`config.mk`:
```
export PLATFORM = sky130hd
export DESIGN_NAME = pair_issue_check
export DESIGN_NICKNAME = d
export VERILOG_FILES = /design/src/rtl/pair_pkg.sv /design/src/rtl/pair_op_caps.sv /design/src/rtl/pair_dep_scan.sv /design/src/rtl/pair_decide.sv /design/src/rtl/pair_issue_check.sv
export SDC_FILE = /design/constraint.sdc
export NUM_CORES = 1
export LEC_CHECK = 0
export BUFFER_PORTS_ARGS = -buffer_cell sky130_fd_sc_hd__clkbuf_2
export CORE_AREA = 2 2 39 41
export CTS_BUF_LIST = sky130_fd_sc_hd__clkbuf_8
export CTS_CLUSTER_DIAMETER = 100
export DETAILED_ROUTE_END_ITERATION = 12
export DIE_AREA = 0 0 41 43
export PLACE_DENSITY = 0.7
export SLEW_MARGIN = 20
export SYNTH_ARGS = -nofsm -noshare
export SYNTH_HDL_FRONTEND = slang
export SYNTH_SLANG_ARGS = --single-unit
```
`constraint.sdc`:
```
create_clock -name clk -period 1.3 [get_ports clk]
set_input_delay 0.13 -clock clk [delete_from_list [all_inputs] [get_ports clk]]
set_output_delay 0.13 -clock clk [all_outputs]
set_load 0.01 [all_outputs]
```
`src/rtl/pair_pkg.sv`:
```
package pair_pkg;

    localparam int KIND_W = 5;

    typedef enum logic [KIND_W-1:0] {
        K_MOV      = 5'd0,
        K_LEA      = 5'd1,
        K_ALU      = 5'd2,
        K_PUSHPOP  = 5'd3,
        K_TESTCMP  = 5'd4,
        K_SHIFT    = 5'd5,
        K_ROTATE   = 5'd6,
        K_FP_U     = 5'd7,
        K_JMP      = 5'd8,
        K_JCC      = 5'd9,
        K_CALL     = 5'd10,
        K_FXCH     = 5'd11,
        K_MUL      = 5'd12,
        K_DIV      = 5'd13,
        K_PUSHALL  = 5'd14,
        K_STRMOV   = 5'd15,
        K_FP_SOLO  = 5'd16
    } op_kind_e;

    typedef enum logic [2:0] {
        RSN_PAIRED     = 3'd0,
        RSN_UNPAIRABLE = 3'd1,
        RSN_FLOW       = 3'd2,
        RSN_OUTPUT     = 3'd3,
        RSN_PARTIAL    = 3'd4,
        RSN_PIPE       = 3'd5,
        RSN_NO_YOUNG   = 3'd6,
        RSN_EMPTY      = 3'd7
    } reason_e;

    typedef enum logic [1:0] {
        ST_EMPTY = 2'd0,
        ST_SOLO  = 2'd1,
        ST_DUAL  = 2'd2
    } issue_state_e;

endpackage

```
`src/rtl/pair_op_caps.sv`:
```
module pair_op_caps
    import pair_pkg::*;
#(
    parameter bit FOR_V_SLOT = 1'b0
) (
    input  logic [KIND_W-1:0] kind,
    output logic              slot_ok,
    output logic              never_pair
);

    logic any_pipe;
    logic u_only;
    logic v_only;

    always_comb begin
        any_pipe   = 1'b0;
        u_only     = 1'b0;
        v_only     = 1'b0;
        never_pair = 1'b0;
        case (kind)
            K_MOV, K_LEA, K_ALU, K_PUSHPOP, K_TESTCMP: any_pipe = 1'b1;
            K_SHIFT, K_ROTATE, K_FP_U:                 u_only   = 1'b1;
            K_JMP, K_JCC, K_CALL, K_FXCH:              v_only   = 1'b1;
            default:                                   never_pair = 1'b1;
        endcase
    end

    generate
        if (FOR_V_SLOT) begin : g_v_slot
            assign slot_ok = any_pipe | v_only;
        end else begin : g_u_slot
            assign slot_ok = any_pipe | u_only;
        end
    endgenerate

endmodule

```
`src/rtl/pair_dep_scan.sv`:
```
module pair_dep_scan #(
    parameter int REG_IDX_W = 3,
    parameter int LANE_W    = 2,
    parameter int NUM_SRC   = 2
) (
    input  logic [REG_IDX_W-1:0]         old_dst_idx,
    input  logic [LANE_W-1:0]            old_dst_lanes,
    input  logic [REG_IDX_W-1:0]         young_dst_idx,
    input  logic [LANE_W-1:0]            young_dst_lanes,
    input  logic [NUM_SRC*REG_IDX_W-1:0] young_src_idx,
    input  logic [NUM_SRC*LANE_W-1:0]    young_src_lanes,
    output logic                         flow_dep,
    output logic                         out_dep,
    output logic                         part_dep
);

    logic [NUM_SRC-1:0] src_hit;

    generate
        for (genvar s = 0; s < NUM_SRC; s++) begin : g_src
            logic [REG_IDX_W-1:0] idx_s;
            logic [LANE_W-1:0]    lanes_s;
            assign idx_s   = young_src_idx[s*REG_IDX_W +: REG_IDX_W];
            assign lanes_s = young_src_lanes[s*LANE_W +: LANE_W];
            assign src_hit[s] = (idx_s == old_dst_idx) && ((lanes_s & old_dst_lanes) != '0);
        end
    endgenerate

    logic same_dst;
    logic both_write;
    logic lane_overlap;

    always_comb begin
        same_dst     = (old_dst_idx == young_dst_idx);
        both_write   = (old_dst_lanes != '0) && (young_dst_lanes != '0);
        lane_overlap = ((old_dst_lanes & young_dst_lanes) != '0);
        flow_dep     = |src_hit;
        out_dep      = same_dst && lane_overlap;
        part_dep     = same_dst && both_write && !lane_overlap;
    end

endmodule

```
`src/rtl/pair_decide.sv`:
```
module pair_decide
    import pair_pkg::*;
(
    input  logic         old_valid,
    input  logic         young_valid,
    input  logic         old_never,
    input  logic         young_never,
    input  logic         old_fits_u,
    input  logic         young_fits_v,
    input  logic         flow_dep,
    input  logic         out_dep,
    input  logic         part_dep,
    output reason_e      nxt_reason,
    output issue_state_e nxt_state
);

    always_comb begin
        nxt_state  = ST_SOLO;
        nxt_reason = RSN_PAIRED;
        if (!old_valid) begin
            nxt_state  = ST_EMPTY;
            nxt_reason = RSN_EMPTY;
        end else if (!young_valid) begin
            nxt_reason = RSN_NO_YOUNG;
        end else if (old_never || young_never) begin
            nxt_reason = RSN_UNPAIRABLE;
        end else if (flow_dep) begin
            nxt_reason = RSN_FLOW;
        end else if (out_dep) begin
            nxt_reason = RSN_OUTPUT;
        end else if (part_dep) begin
            nxt_reason = RSN_PARTIAL;
        end else if (!old_fits_u || !young_fits_v) begin
            nxt_reason = RSN_PIPE;
        end else begin
            nxt_state  = ST_DUAL;
            nxt_reason = RSN_PAIRED;
        end
    end

endmodule

```
`src/rtl/pair_issue_check.sv`:
```
module pair_issue_check
    import pair_pkg::*;
#(
    parameter int REG_IDX_W = 3,
    parameter int LANE_W    = 2,
    parameter int NUM_SRC   = 2
) (
    input  logic                         clk,
    input  logic                         rst_n,
    input  logic                         old_valid,
    input  logic [KIND_W-1:0]            old_kind,
    input  logic [REG_IDX_W-1:0]         old_dst_idx,
    input  logic [LANE_W-1:0]            old_dst_lanes,
    input  logic                         young_valid,
    input  logic [KIND_W-1:0]            young_kind,
    input  logic [REG_IDX_W-1:0]         young_dst_idx,
    input  logic [LANE_W-1:0]            young_dst_lanes,
    input  logic [NUM_SRC*REG_IDX_W-1:0] young_src_idx,
    input  logic [NUM_SRC*LANE_W-1:0]    young_src_lanes,
    output logic                         u_fire,
    output logic                         v_fire,
    output logic [2:0]                   reason
);

    logic old_fits_u, old_never;
    logic young_fits_v, young_never;
    logic flow_dep, out_dep, part_dep;
    reason_e      nxt_reason, reason_q;
    issue_state_e nxt_state, state_q;

    pair_op_caps #(.FOR_V_SLOT(1'b0)) u_old_caps (
        .kind       (old_kind),
        .slot_ok    (old_fits_u),
        .never_pair (old_never)
    );

    pair_op_caps #(.FOR_V_SLOT(1'b1)) u_young_caps (
        .kind       (young_kind),
        .slot_ok    (young_fits_v),
        .never_pair (young_never)
    );

    pair_dep_scan #(
        .REG_IDX_W (REG_IDX_W),
        .LANE_W    (LANE_W),
        .NUM_SRC   (NUM_SRC)
    ) u_dep (
        .old_dst_idx     (old_dst_idx),
        .old_dst_lanes   (old_dst_lanes),
        .young_dst_idx   (young_dst_idx),
        .young_dst_lanes (young_dst_lanes),
        .young_src_idx   (young_src_idx),
        .young_src_lanes (young_src_lanes),
        .flow_dep        (flow_dep),
        .out_dep         (out_dep),
        .part_dep        (part_dep)
    );

    pair_decide u_decide (
        .old_valid    (old_valid),
        .young_valid  (young_valid),
        .old_never    (old_never),
        .young_never  (young_never),
        .old_fits_u   (old_fits_u),
        .young_fits_v (young_fits_v),
        .flow_dep     (flow_dep),
        .out_dep      (out_dep),
        .part_dep     (part_dep),
        .nxt_reason   (nxt_reason),
        .nxt_state    (nxt_state)
    );

    // state register
    always_ff @(posedge clk) begin
        if (!rst_n) begin
            state_q  <= ST_EMPTY;
            reason_q <= RSN_EMPTY;
        end else begin
            state_q  <= nxt_state;
            reason_q <= nxt_reason;
        end
    end

    // outputs from state
    always_comb begin
        u_fire = 1'b0;
        v_fire = 1'b0;
        unique case (state_q)
            ST_EMPTY: begin
                u_fire = 1'b0;
                v_fire = 1'b0;
            end
            ST_SOLO: begin
                u_fire = 1'b1;
                v_fire = 1'b0;
            end
            ST_DUAL: begin
                u_fire = 1'b1;
                v_fire = 1'b1;
            end
            default: begin
                u_fire = 1'b0;
                v_fire = 1'b0;
            end
        endcase
        reason = reason_q;
    end


    v_needs_u_chk: assert property (@(posedge clk) disable iff (!rst_n)
        v_fire |-> u_fire);


    never_blocks_pair_chk: assert property (@(posedge clk) disable iff (!rst_n)
        (old_valid && young_valid && (old_never || young_never)) |=> (!v_fire && reason == RSN_UNPAIRABLE));


    flow_blocks_pair_chk: assert property (@(posedge clk) disable iff (!rst_n)
        (old_valid && young_valid && flow_dep) |=> !v_fire);


    empty_no_fire_chk: assert property (@(posedge clk) disable iff (!rst_n)
        !old_valid |=> (!u_fire && reason == RSN_EMPTY));


    lone_older_chk: assert property (@(posedge clk) disable iff (!rst_n)
        (old_valid && !young_valid) |=> (u_fire && !v_fire));

endmodule

```
======== Yosys cells after proc, flatten, opt, wreduce, memory -nomap -nowiden ========
Index checks and enable logic that the tools add are counted.
word-level totals
  flip-flop bits (word level) ............. 5
  bits in latches ......................... 0
  memory bits (writable) .................. 0
  ROM bits ................................ 0
  input port bits ......................... 34
  output and inout port bits .............. 5
  logic and storage cells ................. 88
  memories kept ........................... 0
operators by class
  $add $sub $neg .......................... 0
  multiply operators ...................... 0
  divide/modulo/power cells ............... 0
  order comparisons ....................... 0
  equal/unequal tests ..................... 27
  shifts and indexed selects .............. 0
  mux-type cells .......................... 20
  bitwise logic cells ..................... 8
  reduce and logical (&&, ||, !) cells .... 29
operators by type and width
  kind                count
  $eq 5x3->1 const B  8
  $eq 5x4->1 const B  8
  $reduce_or 12->1    2
  $eq 5x2->1 const B  4
  $mux 3              5
  $mux 1              14
  $eq 5x1->1 const B  2
  $logic_not 5->1     2
  $reduce_bool 2->1   5
  $reduce_or 5->1     2
  $eq 3x3->1          3
  $reduce_or 8->1     1
  $and 2x2->2         3
  $logic_and 1x1->1   6
  $reduce_or 2->1     2
  $reduce_or 4->1     1
  $logic_not 1->1     3
  $not 1->1           3
  $reduce_and 3->1    1
  $reduce_or 3->1     1
  $eq 2x1->1 const B  1
  $eq 2x2->1 const B  1
  $logic_or 1x1->1    2
  $mux 2              1
  other kinds (2)     3

======== Longest topological paths before layout ========
Gate-level depths: netlist of the first run.
  depth after elaboration ................. 12
  mapped depth ............................ 4
  depth with buffers taken out ............ 4

======== Hierarchy ========
A second synthesis of the first run with hierarchy kept.
second synthesis, totals
  cells, all modules ...................... 52
  area total of the unflattened synthesis .. 450.4 um2
by module, submodules not included
  module                        times used  cells an instance  area an instance (um2)  seq. area each (um2)
  pair_dep_scan                 1           20                 163.9                   0.0
  pair_issue_check              1           13                 151.4                   100.1
  pair_decide                   1           14                 103.8                   0.0
  pair_op_caps at u_young_caps  1           3                  20.0                    0.0
  pair_op_caps at u_old_caps    1           2                  11.3                    0.0

======== Worst setup path after synthesis of the first run ========
Ideal clock, no wire load.
  path kind ............................... input -> register
  from .................................... input port young_kind[1]
  to ...................................... register state_q[0]
  setup time .............................. 122 ps
  arrival time ............................ 991 ps
  data required time ...................... 1178 ps
  setup slack ............................. 188 ps
  stages .................................. 4
  path buffers ............................ 0
  cell sequence ........................... o31ai_1 > nand2_1 > a211o_1 > o311a_1
on the way
  longest elaborated chain between the ends .. 12
  elaborated cells on any way between the ends .. 28
  classes of those cells .................. 11 x eq/ne; 9 x mux; 1 x bitwise; 7 x reduce/logical
ends and longest elaborated chain
  item                                                       RTL line                RTL
  from (decl)                                                pair_issue_check.sv:15  input logic [KIND_W-1:0] young_kind,
  $eq 5x1->1, or another cell as far along                   pair_op_caps.sv:20      case (kind)
  $reduce_or 5->1 / $reduce_or 4->1 (equally long branches)  pair_op_caps.sv:20
  $mux 1                                                     pair_op_caps.sv:20
  $or 1x1->1                                                 pair_op_caps.sv:30      assign slot_ok = any_pipe | v_only;
  $logic_not 1->1                                            pair_decide.sv:33       end else if (!old_fits_u || !young_fits_v) begin
  $logic_or 1x1->1                                           pair_decide.sv:33
  $mux 2                                                     pair_decide.sv:33
  $mux 1                                                     pair_decide.sv:31       end else if (part_dep) begin
  $mux 1                                                     pair_decide.sv:29       end else if (out_dep) begin
  $mux 1                                                     pair_decide.sv:27       end else if (flow_dep) begin
  $mux 1 *                                                   pair_decide.sv:25       end else if (old_never || young_never) begin
  $mux 1 *                                                   pair_decide.sv:23       end else if (!young_valid) begin
  to (signal assigned)                                       pair_issue_check.sv:79  state_q <= nxt_state;
  to (decl)                                                  pair_issue_check.sv:29  issue_state_e nxt_state, state_q;
Every way passes the cells marked *; elsewhere a longest branch is shown, timed or not.
A chain may end at the register's enable or synchronous reset.

======== Worst setup path after layout of the first run ========
  from .................................... register state_q[0]
  to ...................................... output port u_fire
on the way
  longest elaborated chain between the ends .. 3
  elaborated cells on any way between the ends .. 4
  classes of those cells .................. 2 x eq/ne; 1 x mux; 1 x reduce/logical
ends and longest elaborated chain
  item                                             RTL line                RTL
  $eq 2x2->1 / $eq 2x1->1 (equally long branches)  pair_issue_check.sv:88  unique case (state_q)
  $reduce_or 2->1 (no line) *                      -
  $mux 1 *                                         pair_issue_check.sv:88
  to (decl)                                        pair_issue_check.sv:20  output logic u_fire,
Marks and branches as above.

==> out/qor.txt, run 1 <==
status = finished, final reports clean
Fmax = 879 MHz
post-layout min period = 1.14 ns
Final HPWL DP = 951 µm
sequential share of the synthesized area = 24.2%
final-report hold violation count = 0
clock sinks = 5
vias per inst = 4.91
residual DRC count = 0
Int Power = 0.000444 W
WL final = 1060 µm
Clk network pwr share = 46.9%
critical path launch point type = flop
critical path class = flop to output port
layout cells sized above 1 = 48.3%
Final #Nets = 125
worst vdd ir = 0.345 mV
Rows = 14
DR vias = 516
antenna viol nets, final = 0
Final Cell Area = 666 µm²
Die ar. = 1760 µm²
CTS tree = built
Critical Path RT = 1.17 ns
Hold WC Path Type = primary input to flop
Crit. End Element = output port
Final setup viols = 0
drt wl/cell = 10.1 µm
Seq cells post-synth = 5
Worst Path Max Fanout = 1
power per cell area = 882 nW/µm²
post-cts sizing count = 0
synthesized area = 413 µm²
Post-Syn Instances = 48
CTS clk-pin slew, worst paths = 0.03 ns
Switch Pwr = 0.000143 W
Die H = 43 µm
Arr. time, crit path = 1.01 ns
max-cap violation count = 0
Seq pwr share = 27.5%
Placed Area = 621 µm²
post-route insts no fill = 105
die width = 41 µm
Max Slew Vio Count = 0
initial antenna violation count = 0
post-CTS setup buffers = 0
RSZ-0062 raised after global routing = false
Power, Total = 0.000587 W
Initial Util = 29.8%
core area = 1380 µm²
dpl cells = 101
global route total overflow = 0
first-pass GRT wire length = 1820 µm
crit-path most repeated cell = inv_1
crit-path cells = inv_1 > ha_1 > inv_1 > clkbuf_2
io pins = 39
routability cong. = 0.676
All-Layer GR Usage = 15.0%
IO Port Bufs = 36
Lkg Pwr = 0.333 nW
Root Buffer = clkbuf_8
antenna fix cells = 0
vias in the first global route = 528
Least-Margin Pin Slew = 0.257 ns
Yosys Warn Count = 0
post-synth net total = 83
starting DRC count in detailed routing = 4
largest net degree at the start of global routing = 6
first-pass detailed-route iteration total = 4
Slew Limit Headroom = 82.8%
Area growth, synth to finish = 61.2%
Critical Path Slowest Stage Cell = dfxtp_1
Max clock buf depth = 2
H-tree depth = 1
average cell area after synthesis = 8.60 µm²
Yosys cell types = 23
CP peak stage delay = 0.30 ns
Comb pwr share = 25.6%
CTS Buf Count = 3
period utilization = 87.6%
Sw Share = 24.4%
Post-Route Setup TNS = 0 ns
hold_buf cts = 0
==> layout make-up <==
cell class,count,area (µm²)
repair buffers,37,188
multi-input cells,40,302
well taps,16,20.0
fillers,139,718
clock buffers,3,41.3
inverters,3,11.3
flip-flops and latches,5,100
clock inverters,1,3.75
==> cell usage in the layout, fill, tap and decap left out <==
| cell | count |
|---|---|
| a211o_1 | 1 |
| a211oi_1 | 1 |
| a21o_2 | 1 |
| a21oi_1 | 2 |
| a22o_1 | 3 |
| a311o_1 | 1 |
| and3_4 | 1 |
| and4_2 | 1 |
| buf_4 | 1 |
| clkbuf_2 | 36 |
| clkbuf_8 | 3 |
| dfxtp_1 | 5 |
| ha_1 | 1 |
| inv_1 | 4 |
| nand2_1 | 5 |
| nand3_1 | 1 |
| nand4_1 | 3 |
| nand4bb_1 | 2 |
| nor2_1 | 1 |
| nor3_1 | 1 |
| nor4_1 | 1 |
| o211ai_1 | 1 |
| o21ai_0 | 1 |
| o311a_1 | 1 |
| o31ai_1 | 2 |
| xnor2_1 | 9 |
==> sequential cells by signal, summed over array words and instances (netlist names) <==
signal   flops
reason       3
state_q      2
==> worst paths after layout <==
path / startpoint / to / slack [ns] / cells after the start
max: state_q[0] / u_fire / 0.16 / 4
min: old_valid / state_q[0] / 0.15 / 2
==> synthesized netlist by cell type <==
cell type | instances | share of area, %
a311o_1 | 1 | 2.4
nor2_1 | 1 | 0.91
a211oi_1 | 1 | 1.8
nand2_1 | 5 | 4.5
xnor2_1 | 9 | 19
nand3_1 | 1 | 1.2
nand4_1 | 3 | 4.5
a22o_1 | 3 | 6.4
nor3_1 | 1 | 1.2
a21o_2 | 1 | 2.1
a211o_1 | 1 | 2.1
o211ai_1 | 1 | 1.8
o21ai_0 | 1 | 1.2
a21oi_1 | 2 | 2.4
nor4_1 | 1 | 1.5
inv_1 | 3 | 2.7
dfxtp_1 | 5 | 24
o31ai_1 | 2 | 3.6
o311a_1 | 1 | 2.4
ha_1 | 1 | 3.0
and3_4 | 1 | 2.7
and4_2 | 1 | 2.4
nand4bb_1 | 2 | 5.5
==> through the flow <==
step	utilization [%]	hold slack, ns	setup slack, ns
2_1_floorplan	-	0.252	0.188
5_1_grt	48.1	0.147	0.0901
3_5_place_dp	44.8	0.373	0.0256
3_3_place_gp	44.8	0.374	0.0284
4_1_cts	48.1	0.146	0.147
6_report	48.1	0.146	0.162
==> power by group through the flow <==
stage / logic (W) / registers, W / clock network, W
finish: 0.000150 / 0.000161 / 0.000275
global route: 0.000169 / 0.000162 / 0.000299
CTS: 0.000152 / 0.000161 / 0.000284
detailed placement: 0.000152 / 0.000164 / 0
global placement: 0.000147 / 0.000163 / 0
floorplan: 0.0000728 / 0.000166 / 0
==> kinds of logic (layout without fill, tap and decap cells) <==
group,count (synthesis),in the layout,synth area share (%)
AOI/OAI and AO/OA,14,14,26.4
DFF,5,5,24.2
and+or+nand+nor,16,16,24.5
buffers and inverters,3,44,2.73
xor gates and xnor gates,9,9,19.1
adders and majority gates,1,1,3.03
==> per-layer routing <==
metal	up-vias	routed length (µm)	share of wire, %	global-route usage (%)
met2	31	527	50	24.4
met1	215	390	37	15.3
met5	-	0	0	0
met3	4	116	11	4.19
li1	266	-	-	-
met4	0	27	2.5	10.7
==> critical path: cells and delay by family, from the launching register on <==
family / cells / cell delay [ns]
DFF: 1 / 0.30
adders and majority gates: 1 / 0.27
buffers and inverters: 3 / 0.21
No activity file was read; power rests on OpenSTA's default activity.
==> inputs of run 2 (changes only) <==
==> constraint.sdc (replaced) <==
create_clock -name clk -period 1.11 [get_ports clk]
set_input_delay 0.111 -clock clk [delete_from_list [all_inputs] [get_ports clk]]
set_output_delay 0.111 -clock clk [all_outputs]
set_load 0.01 [all_outputs]
==> run 2 against run 1 <==
  * Final area is 7.9% higher
  * Sequential cell count stayed put
  * Clock-buffer cell count is the same
  * Die area unchanged
  * Setup slack worse by 0.14 ns
  * Clock power rose by 18%
  * Critical path depth stayed put
  * Non-clock buffer count up 7
  * Wire length up 7.4%
  * Critical endpoint unchanged
  * Highest routed layer is now met3
==> out/qor.txt, run 2 (synthesis results as in run 1) <==
critical path launch point type = flop
first-pass GRT wire length = 1750 µm (-4.2%)
power per cell area = 992 nW/µm² (+12%)
period utilization = 98.1%
Die ar. = 1760 µm² (unchanged)
core area = 1380 µm² (unchanged)
Worst Path Max Fanout = 1 (unchanged)
All-Layer GR Usage = 14.8% (-0.26 points)
IO Port Bufs = 36 (unchanged)
Arr. time, crit path = 0.98 ns (-0.03 ns)
Least-Margin Pin Slew = 0.259 ns (+0.00280 ns)
WL final = 1140 µm (+7.4%)
Final HPWL DP = 1040 µm (+9.9%)
crit-path most repeated cell = inv_1
Critical Path Slowest Stage Cell = dfxtp_1
global route total overflow = 0 (unchanged)
Placed Area = 673 µm² (+8.5%)
first-pass detailed-route iteration total = 4 (unchanged)
Hold Path Origin = young_valid
antenna fix cells = 0 (unchanged)
most common cell after layout, fill and taps aside = clkbuf_2
Final setup viols = 0 (unchanged)
vias per inst = 4.79 (-2.6%)
Max Slew Vio Count = 0 (unchanged)
vias in the first global route = 503 (-4.7%)
H-tree depth = 1 (unchanged)
post-layout min period = 1.09 ns
Reg area = 100 µm² (unchanged)
residual DRC count = 0 (unchanged)
Final Cell Area = 718 µm² (+7.9%)
commonest non-fill, non-tap cells in the layout = 35 x clkbuf_2, 9 x xnor2_1, 8 x buf_4
RSZ-0062 raised after global routing = true
final-report hold violation count = 0 (unchanged)
Slew Limit Headroom = 82.6% (-0.19 points)
Setup crit start = state_q[0]
Lkg Pwr = 0.368 nW (+10%)
post-CTS setup buffers = 0 (unchanged)
critical path class = flop to output port
Initial Util = 29.8% (unchanged)
CP peak stage delay = 0.30 ns (about the same)
Multi-input gate area = 302 µm² (unchanged)
crit-path cells = inv_1 > ha_1 > inv_1 > buf_2
status = finished, final reports clean
Root Buffer = clkbuf_8
worst vdd ir = 0.339 mV (-1.9%)
pre-CTS setup slack = -0.152 ns (-0.178 ns)
CTS clk-pin slew, worst paths = 0.04 ns (about the same)
DR vias = 536 (+3.9%)
drt wl/cell = 10.2 µm (+0.72%)
Max clock buf depth = 2 (unchanged)
die width = 41 µm (unchanged)
Crit. End Element = output port
Rows = 14 (unchanged)
starting DRC count in detailed routing = 6 (+2)
worst hold slack = 0.125 ns (-0.0206 ns)
antenna viol nets, final = 0 (unchanged)
Core Util, Final = 51.9% (+3.8 points)
CTS tree = built
io pins = 39 (unchanged)
hold_buf cts = 0 (unchanged)
Final WS setup = 0.0207 ns (-0.141 ns)
clock sinks = 5 (unchanged)
Fmax = 918 MHz
Area growth, synth to finish = 73.9%
CTS Buf Count = 3 (unchanged)
routability cong. = 0.688 (+1.7%)
Hold WC Path Type = primary input to flop
max reg flops = 3 (unchanged)
number of fill cells = 140 (+0.72%)
post-route insts no fill = 112 (+6.7%)
dpl cells = 108 (+6.9%)
Final #Nets = 132 (+5.6%)
Die H = 43 µm (unchanged)
Critical Path RT = 1.00 ns (-0.17 ns)
max-cap violation count = 0 (unchanged)
layout cells sized above 1 = 52.1% (+3.8 points)
initial antenna violation count = 0 (unchanged)
largest net degree at the start of global routing = 6 (unchanged)
[run 2: cell count changes in the layout (fill, tap and decap cells not counted)]
cell / change
buf_4: +7
buf_2: +1
clkbuf_2: -1
[run 2: final timing paths]
| check | end | cells after the start |
|---|---|---|
| min | reason[0] | 3 |
| max | u_fire | 4 |
[run 2: area by class of cell]
type | count | share of cell area [%]
timing repair buffer | 44 | 33.4
multi-input combinational | 40 | 42.0
clock inverter | 1 | 0.523
tap | 16 | 2.79
clock buffer | 3 | 5.75
sequential | 5 | 13.9
inverter | 3 | 1.57
[run 2: worst max-delay path, delay by kind of cell (launching register included)]
kind       cells  cell delay [ns]
flops          1             0.30
fa+ha+maj      1             0.26
buf+inv        3             0.20
[run 2: metrics by stage]
| step | TNS, ns | power (W) |
|---|---|---|
| finish | 0 | 0.000712 |
| global route | -0.0255 | 0.000758 |
| CTS | -0.00695 | 0.000730 |
| detailed placement | -0.467 | 0.000393 |
| global placement | -0.330 | 0.000386 |
| floorplan | 0 | 0.000279 |
[run 2: routing by layer]
metal  global-route usage, %  share of wire, %  vias to the layer above
met1                    13.5                34                      230
met3                    3.14               9.6                        0
met4                    8.00                 0                        0
met2                    27.2                57                       26
met5                       0                 0                        -
li1                        -                 -                      280
[run 2: where the power goes]
group	switching (W)	internal, W
Combinational	0.0000840	0.000114
Clock	0.0000882	0.000237
Sequential	0.00000176	0.000188
[run 2: repair_timing]
| item | CTS | global route |
|---|---|---|
| pin swaps | 1 | 0 |
| gates resized for setup | 0 | 1 |
| endpoints found under the setup margin | 1 | 1 |
| gates cloned | 0 | 0 |
==> inputs of run 3 (changes only) <==
--- a/config.mk
+++ b/config.mk
@@ -11,7 +11,10 @@
 export CTS_CLUSTER_DIAMETER = 100
 export DETAILED_ROUTE_END_ITERATION = 12
 export DIE_AREA = 0 0 41 43
+export HOLD_SLACK_MARGIN = 0.05
 export PLACE_DENSITY = 0.7
+export RECOVER_POWER = 50
+export SKIP_CTS_REPAIR_TIMING = 1
 export SLEW_MARGIN = 20
 export SYNTH_ARGS = -nofsm -noshare
 export SYNTH_HDL_FRONTEND = slang
==> run 3 against run 2 <==
  * Non-clock buffer count unchanged
  * Wire length up 0.96%
  * Via count grew 1.1%
  * Worst hold slack is essentially flat
  * Critical path depth is the same
  * Sequential share of layout area is 0.073 points higher
  * Die area stayed put
  * Final area down 0.52%
  * First-iteration DRC count unchanged
  * Total power shrank 0.15%
  * Final cell count is the same
  * Critical path type unchanged
  * Critical endpoint unchanged
==> out/qor.txt, run 3 (synthesis results as in run 1) <==
largest net degree at the start of global routing = 6 (unchanged)
Final HPWL DP = 1040 µm (unchanged)
Worst Hold Depth = 3 (unchanged)
max reg flops = 3 (unchanged)
pre-CTS setup slack = -0.152 ns (unchanged)
crit-path most repeated cell = inv_1
Max clock buf depth = 2 (unchanged)
Crit. End Element = output port
worst hold slack = 0.125 ns (-0.000212 ns)
IO Port Bufs = 36 (unchanged)
Area growth, synth to finish = 73.0%
antenna viol nets, final = 0 (unchanged)
clock sinks = 5 (unchanged)
Final WS setup = 0.0214 ns (+0.000721 ns)
Die H = 43 µm (unchanged)
Fmax = 919 MHz (about the same)
Least-Margin Pin Slew = 0.259 ns (unchanged)
Rows = 14 (unchanged)
period utilization = 98.1% (about the same)
max-cap violation count = 0 (unchanged)
vias per inst = 4.84 (+1.1%)
CTS clk-pin slew, worst paths = 0.04 ns (about the same)
routability cong. = 0.688 (unchanged)
power per cell area = 995 nW/µm² (+0.38%)
Slew Limit Headroom = 82.6% (unchanged)
crit-path cells = inv_1 > ha_1 > inv_1 > buf_2
CP top delay family = flip-flops
layout cells sized above 1 = 49.0% (-3.1 points)
drt wl/cell = 10.3 µm (+0.96%)
CTS Buf Count = 3 (unchanged)
Hold Path Origin = young_valid
Max Slew Vio Count = 0 (unchanged)
vias in the first global route = 503 (unchanged)
Switch Pwr = 0.000174 W (+0.15%)
io pins = 39 (unchanged)
antenna fix cells = 0 (unchanged)
critical path launch point type = flop
Final setup viols = 0 (unchanged)
post-layout min period = 1.09 ns (-0.000721 ns)
worst path bufs/invs = 3 (unchanged)
Arr. time, crit path = 0.98 ns (about the same)
die width = 41 µm (unchanged)
Comb pwr share = 27.7% (about the same)
global route total overflow = 0 (unchanged)
starting DRC count in detailed routing = 6 (unchanged)
final-report hold violation count = 0 (unchanged)
Initial Util = 29.8% (unchanged)
Root Buffer = clkbuf_8
DR vias = 542 (+1.1%)
worst vdd ir = 0.339 mV (about the same)
critical path class = flop to output port
Clk network pwr share = 45.7% (about the same)
Worst Path Max Fanout = 1 (unchanged)
core area = 1380 µm² (unchanged)
most common cell after layout, fill and taps aside = clkbuf_2
All-Layer GR Usage = 14.8% (unchanged)
Int Power = 0.000537 W (-0.24%)
H-tree depth = 1 (unchanged)
Lkg Pwr = 0.360 nW (-2.1%)
Seq pwr share = 26.6% (about the same)
residual DRC count = 0 (unchanged)
Die ar. = 1760 µm² (unchanged)
initial antenna violation count = 0 (unchanged)
hold endpoint = reason[0]
first-pass detailed-route iteration total = 4 (unchanged)
Final #Nets = 132 (unchanged)
Hold WC Path Type = primary input to flop
CTS tree = built
first-pass GRT wire length = 1750 µm (unchanged)
Critical Path Slowest Stage Cell = dfxtp_1
WL final = 1150 µm (+0.96%)
Sw Share = 24.5% (+0.073 points)
Critical Path RT = 1.00 ns (about the same)
commonest non-fill, non-tap cells in the layout = 32 x clkbuf_2, 9 x xnor2_1, 7 x buf_4
Power, Total = 0.000711 W (-0.15%)
RSZ-0062 raised after global routing = true
CP peak stage delay = 0.30 ns (about the same)
status = finished, final reports clean
[run 3: changes by cell type in the layout (fill, tap and decap cells not counted), sizes merged]
| cell | change |
|---|---|
| clkbuf | +1 |
| buf | -1 |
[run 3: worst max path at each step]
stage | start | end | slack [ns] | depth (start not counted)
floorplan | young_kind[1] | state_q[0] | 0.02 | 4
global placement | old_dst_idx[2] | state_q[0] | -0.11 | 5
detailed placement | old_dst_idx[1] | state_q[0] | -0.15 | 5
CTS | state_q[0] | u_fire | -0.02 | 4
global route | state_q[0] | u_fire | -0.03 | 4
finish | state_q[0] | u_fire | 0.02 | 4
[run 3: area by class of cell]
class | instances | area (µm²)
clock buffer | 3 | 41.3
inverter | 3 | 11.3
tap | 16 | 20.0
clock inverter | 1 | 3.75
sequential | 5 | 100
timing repair buffer | 44 | 236
multi-input combinational | 40 | 302
fill | 143 | 669
[run 3: stage by stage]
step,instance area [µm²],instances,setup TNS (ns),utilization [%]
floorplan,413,48,0,-
global placement,673,108,-0.330,48.6
detailed placement,673,108,-0.467,48.6
CTS,718,112,-0.0245,51.9
global route,714,112,-0.0255,51.6
finish,714,112,0,51.6
[run 3: power by group through the flow]
stage | Sequential (W) | Clock (W) | Combinational, W
after CTS | 0.000189 | 0.000339 | 0.000201
after global placement | 0.000191 | 0 | 0.000194
after detailed placement | 0.000192 | 0 | 0.000201
after floorplan | 0.000194 | 0 | 0.0000853
final | 0.000189 | 0.000325 | 0.000197
after global routing | 0.000190 | 0.000349 | 0.000218
[run 3: metal layers]
layer	GRT usage [%]	wire length, µm
met1	13.5	388
met2	27.2	648
met3	3.14	114
met4	8.00	0
met5	0	0
